**src/rtl/bfg_pkg.sv**
```systemverilog
package bfg_pkg;
  localparam int DIV_W     = 8;
  localparam int WID_W     = 8;
  localparam int PER_W     = 12;
  localparam int WID_LSB   = DIV_W;
  localparam int PER_LSB   = DIV_W + WID_W;
  localparam int EN_BIT    = PER_LSB + PER_W;
  localparam int CFG_W     = EN_BIT + 1;
  localparam int PIN_W     = 2;
  localparam int PIN_EDGE  = 0;
  localparam int PIN_FSPOL = 1;

  typedef struct packed {
    logic             per_en;
    logic [PER_W-1:0] per;
    logic [WID_W-1:0] wid;
    logic [DIV_W-1:0] div;
    logic             fs_pol;
    logic             ck_pol;
  } bfg_cfg_t;

  // divider value zero is promoted to one so the bit clock never exceeds clk/2
  function automatic bfg_cfg_t bfg_unpack(input logic [CFG_W-1:0] c,
                                          input logic [PIN_W-1:0] p);
    bfg_cfg_t r;
    r.div    = (c[DIV_W-1:0] == '0) ? DIV_W'(1) : c[DIV_W-1:0];
    r.wid    = c[WID_LSB +: WID_W];
    r.per    = c[PER_LSB +: PER_W];
    r.per_en = c[EN_BIT];
    r.ck_pol = p[PIN_EDGE];
    r.fs_pol = p[PIN_FSPOL];
    return r;
  endfunction
endpackage

```
**src/rtl/bfg_bit_div.sv**
```systemverilog
module bfg_bit_div import bfg_pkg::*; (
  input  logic             clk,
  input  logic             active,
  input  logic [DIV_W-1:0] div_cur,
  input  logic [DIV_W-1:0] div_nxt,
  input  logic             ck_pol_nxt,
  output logic             run_q,
  output logic             wrap,
  output logic             bclk_o,
  output logic             shift_stb_o
);
  logic [DIV_W-1:0] ph_q;
  logic [DIV_W-1:0] ph_nx;
  logic [DIV_W-1:0] half;

  assign wrap  = run_q && (ph_q == div_cur);
  assign ph_nx = wrap ? '0 : ph_q + DIV_W'(1);
  assign half  = div_nxt >> 1;

  always_ff @(posedge clk) begin
    if (!active) begin
      run_q       <= 1'b0;
      ph_q        <= '0;
      bclk_o      <= 1'b0;
      shift_stb_o <= 1'b0;
    end else if (!run_q) begin
      run_q       <= 1'b1;
      ph_q        <= '0;
      bclk_o      <= 1'b1;
      shift_stb_o <= !ck_pol_nxt;
    end else begin
      ph_q        <= ph_nx;
      bclk_o      <= (ph_nx <= half);
      shift_stb_o <= ck_pol_nxt ? (ph_nx == half + DIV_W'(1)) : (ph_nx == '0);
    end
  end
endmodule

```
**src/rtl/bfg_frame_ctr.sv**
```systemverilog
module bfg_frame_ctr import bfg_pkg::*; (
  input  logic             clk,
  input  logic             active,
  input  logic             fs_go,
  input  logic             run_q,
  input  logic             wrap,
  input  logic [PER_W-1:0] per_cur,
  input  logic             per_en_nxt,
  input  logic [WID_W-1:0] wid_nxt,
  input  logic             fs_pol_nxt,
  output logic             frame_begin,
  output logic             fsrun_nx,
  output logic             frame_start_o,
  output logic             fsync_o
);
  logic             fsrun_q;
  logic [PER_W-1:0] bit_q;
  logic [PER_W-1:0] bit_nx;
  logic             fs_active;

  assign fsrun_nx    = active && fs_go && run_q && (fsrun_q || wrap);
  assign frame_begin = wrap && fsrun_nx && (!fsrun_q || (bit_q == per_cur));
  assign bit_nx      = (!fsrun_nx || frame_begin) ? '0 :
                       (wrap ? bit_q + PER_W'(1) : bit_q);
  assign fs_active   = fsrun_nx && per_en_nxt && (bit_nx <= PER_W'(wid_nxt));

  always_ff @(posedge clk) begin
    fsrun_q       <= fsrun_nx;
    bit_q         <= bit_nx;
    frame_start_o <= frame_begin && per_en_nxt;
    fsync_o       <= fs_active ^ fs_pol_nxt;
  end
endmodule

```
**src/rtl/bclk_fs_gen.sv**
```systemverilog
module bclk_fs_gen import bfg_pkg::*; (
  input  logic             clk,
  input  logic             rst,
  input  logic             gen_go,
  input  logic             fs_go,
  input  logic [CFG_W-1:0] gen_cfg,
  input  logic [PIN_W-1:0] pin_cfg,
  output logic             bclk_o,
  output logic             fsync_o,
  output logic             frame_start_o,
  output logic             shift_stb_o
);
  bfg_cfg_t sh_q;
  bfg_cfg_t sh_nx;
  logic     active;
  logic     run_q;
  logic     wrap;
  logic     frame_begin;
  logic     fsrun_nx;
  logic     load;

  assign active = !rst && gen_go;
  // shadow refreshes while held, at start-up, at frame starts, or at bit ends with sync idle
  assign load   = !active || !run_q || (wrap && (frame_begin || !fsrun_nx));
  assign sh_nx  = load ? bfg_unpack(gen_cfg, pin_cfg) : sh_q;

  always_ff @(posedge clk) begin
    sh_q <= sh_nx;
  end

  bfg_bit_div u_div (
    .clk        (clk),
    .active     (active),
    .div_cur    (sh_q.div),
    .div_nxt    (sh_nx.div),
    .ck_pol_nxt (sh_nx.ck_pol),
    .run_q      (run_q),
    .wrap       (wrap),
    .bclk_o     (bclk_o),
    .shift_stb_o(shift_stb_o)
  );

  bfg_frame_ctr u_frm (
    .clk          (clk),
    .active       (active),
    .fs_go        (fs_go),
    .run_q        (run_q),
    .wrap         (wrap),
    .per_cur      (sh_q.per),
    .per_en_nxt   (sh_nx.per_en),
    .wid_nxt      (sh_nx.wid),
    .fs_pol_nxt   (sh_nx.fs_pol),
    .frame_begin  (frame_begin),
    .fsrun_nx     (fsrun_nx),
    .frame_start_o(frame_start_o),
    .fsync_o      (fsync_o)
  );
endmodule

```
**config.mk**
```make
export PLATFORM = sky130hd
export DESIGN_NAME = bclk_fs_gen
export DESIGN_NICKNAME = d
export VERILOG_FILES = /design/src/rtl/bfg_pkg.sv /design/src/rtl/bfg_bit_div.sv /design/src/rtl/bfg_frame_ctr.sv /design/src/rtl/bclk_fs_gen.sv
export SDC_FILE = /design/constraint.sdc
export NUM_CORES = 1
export LEC_CHECK = 0
export ABC_AREA = 1
export BUFFER_PORTS_ARGS = -buffer_cell sky130_fd_sc_hd__buf_2
export CORE_ASPECT_RATIO = 1.1
export CORE_MARGIN = 2
export CORE_UTILIZATION = 50
export CTS_CLUSTER_SIZE = 10
export DETAILED_ROUTE_END_ITERATION = 12
export HOLD_SLACK_MARGIN = 0.08
export PLACE_DENSITY = 0.73
export SLEW_MARGIN = 0
export SYNTH_ARGS = -nofsm -noshare
export SYNTH_HDL_FRONTEND = slang
export SYNTH_SLANG_ARGS = --single-unit
```
**constraint.sdc**
```tcl
create_clock -name clk -period 8.8 [get_ports clk]
set_input_delay 0.88 -clock clk [delete_from_list [all_inputs] [get_ports clk]]
set_output_delay 0.88 -clock clk [all_outputs]
set_load 0.005 [all_outputs]
```
==> metrics <==
critical path, cell by cell=buf_2 > nor2_2 > nand2_1 > nor2_4 > nand2_2 > o21ai_4 > nand2_2 > or2_2 > o21ai_0 > ha_1 > a21oi_1 > nor2_1 > a211oi_1 > o2111ai_1 > o31ai_1 > nand3_1 > nor3_2 > xnor2_1 > inv_1; WP data required=9.04 ns; Routed Antenna Nets=0; Slew headroom=54.42%; IO Pins=39; Fmax achieved=between 200 and 250 MHz; post-synthesis register bit count=57; GP Congestion=0.8823; TritonCTS clock tree=built; sort of element at the end of the critical path=flop; Setup Total Neg Slack=0 ns; vertical die dimension=a little over 90 um; synthesized cell area=3531 um^2; peak ir drop on the vdd network=about 0.13 mV; number of antenna violations at the first check in global routing=0; routed vias/inst=5.083; antenna diode count=0; number of vias after detailed routing=3,167; deepest level of the CTS H-tree=3; share of layout cells above drive strength 1=19.14%; # rows=32; Tmin final=4.367 ns; post-synthesis compound-gate area fraction=8.044%; Most common cell on crit path=nand2_2; Adder-Cell Fraction of Synth Area=6.378%; global-route wire length before repair=13,920 um; share of flip-flops with an asynchronous set or reset after synthesis=0%; main combinational cell family by area after synthesis=simple AND/OR/NAND/NOR gates; cts-stage hold buffer count=0; number of nets in the final layout=586; Clock Skews=0.008198 ns; Iter 0 DRT Violations=167; count of unresolved DRC violations after routing=0; x dimension of the die=84.13 um; First-pass DRT Iterations=4; leading cell types in the layout, fill and taps excluded=nand2_1 (117), inv_1 (80), dfxtp_1 (44); share of the synthesized netlist area taken by xor and xnor gates=under 10%; worst-skew pair later-pin latency=0.35 ns; vias in the first global route=3,147; area enclosed by the die boundary=7751 um^2; total wire length after detailed routing=8201 um; final worst setup slack=4.433 ns; number of maximum-capacitance constraint violations=0; post-synthesis simple-gate area fraction=about a third; count of synthesis-stage warnings from yosys=0; HPWL after detailed placement=6446 um; startpoint class of the critical path=input port; area of the core region=6927 um^2; Critical Path AT=4.61 ns; pin count of the biggest net entering global routing=34; number of gates resized after CTS=0; post-synthesis net count=543; Top FF cell, synth=dfxtp_1; share of synthesized area spent on multiplexers=0%; total leakage power=a little under 2 nW; Hold WC Path Type=flop to flop; total congestion overflow after global routing=0; number of unique standard cell types used by synthesis=43; slowest cell delay on critical path=0.49 ns; setup slack after placement=4.076 ns; final cycle utilization of the critical path=49.63%; number of endpoints failing setup at the final stage=0; final hold violations=0; status=completed; Num CTS Buffers=9; actual transition at the worst max-transition pin=~0.68 ns; number of clock sinks=57; Setup Fix Bufs, Post-CTS=0; Initial Utilization=a little over 50%; Cell Pwr Density=155.6 nW/um^2; Crit Path Class=input port to flop; slowest stage cell on the critical path=nand2_2; crit path max fanout=33; Register-to-Register Path Depth=21; number of flops mapped to enable cells by yosys=13; Clk pin slew, worst setup/hold paths=roughly 0.070 ns; clk buf depth=2; average wire per standard cell=13.16 um; RSZ-0062 raised after global routing=no; cell count after synthesis=between 400 and 500; number of fill cells=673; most common cell after layout, fill and taps aside=nand2_1; Port Buffers=38; Layout Area Growth over Synthesis=13.22%; clock root buffer=clkbuf_8; Avg Inst Size Synth=7.206 um^2; final number of max-transition violations=0; number of cells on the worst hold path=2; sequential fraction of the synthesis area=36.00%; FF-to-FF setup slack=4.60 ns; GRT Overall Usage=22.95%
flip-flops by register name, summed over array words and instances (netlist names):
name / cells
u_frm.bit_q: 12
u_div.run_q: 1
u_frm.frame_start_o: 1
u_div.ph_q: 8
u_div.shift_stb_o: 1
u_frm.fsrun_q: 1
sh_q: 31
u_frm.fsync_o: 1
u_div.bclk_o: 1
worst max-delay path, delay by kind of cell:
family,cells,cell delay [ns]
compound gates,6,1.02
buf+inv,2,0.15
xor+xnor,1,0.13
fa+ha+maj,1,0.29
simple gates,9,2.12
cells by family after synthesis:
kind of cell | after synthesis
xor gates and xnor gates | 15
buffers and inverters | 95
adders and majority gates | 18
DFF | 57
and+or+nand+nor | 257
AOI/OAI and AO/OA | 48
final cells by class:
type | count | area (um^2) | area share (%)
multi-input combinational | 338 | 1876 | 46.92
timing repair buffer | 38 | 190.2 | 4.757
inverter | 89 | 334.1 | 8.357
tap | 85 | 106.4 | 2.660
clock buffer | 11 | 141.4 | 3.537
sequential | 57 | 1271 | 31.80
clock inverter | 5 | 78.83 | 1.972
Yosys cell counts, drive strengths merged (2+ instances only):
library cell,instances,area (um^2)
a21oi,13,65.06
nand3,45,270.3
xor2,6,52.55
buf,4,42.53
nand4,8,50.05
inv,88,330.3
ha,18,225.2
o21ai,24,131.4
nand2,133,563.0
nor2,50,222.7
clkbuf,2,7.510
xnor2,9,78.83
nor3,8,45.04
edfxtp,13,390.4
o21bai,2,15.01
or2,8,50.05
nor4,4,25.02
dfxtp,44,880.8
through the flow:
step / cells / hold WS [ns] / area (um^2) / util (%) / power [mW]
2_1_floorplan: 490 / 0.4194 / 3531 / - / 0.3315
4_1_cts: 623 / 0.4593 / 3998 / 57.71 / 0.6253
6_report: 623 / 0.4565 / 3998 / 57.71 / 0.6219
3_3_place_gp: 607 / 0.4437 / 3777 / 54.53 / 0.3500
5_1_grt: 623 / 0.4850 / 3998 / 57.71 / 0.6479
3_5_place_dp: 607 / 0.4432 / 3777 / 54.53 / 0.3516
final timing paths:
check | startpoint | end
setup / recovery | rst | u_frm.fsync_o$_DFF_P_
hold / removal | sh_q[10]$_DFF_P_ | sh_q[10]$_DFF_P_
setup reg to reg | u_div.run_q$_DFF_P_ | u_frm.fsync_o$_DFF_P_
hold reg to reg | sh_q[10]$_DFF_P_ | sh_q[10]$_DFF_P_
power by group:
group,leakage (nW),internal (mW),switching (mW)
logic,1.33,0.0241,0.0371
clock network,0.113,0.167,0.109
registers,0.499,0.278,0.00642
total,1.95,0.469,0.153
routing by layer:
| metal | GRT usage (%) | vias up | wire [um] |
|---|---|---|---|
| li1 | - | 1648 | - |
| met1 | 25.46 | 1409 | 3254 |
| met2 | 40.01 | 88 | 4228 |
| met3 | 4.590 | 22 | 430 |
| met4 | 14.11 | 0 | 286 |
| met5 | 0 | - | 0 |
No activity file was read; power rests on OpenSTA's default activity.
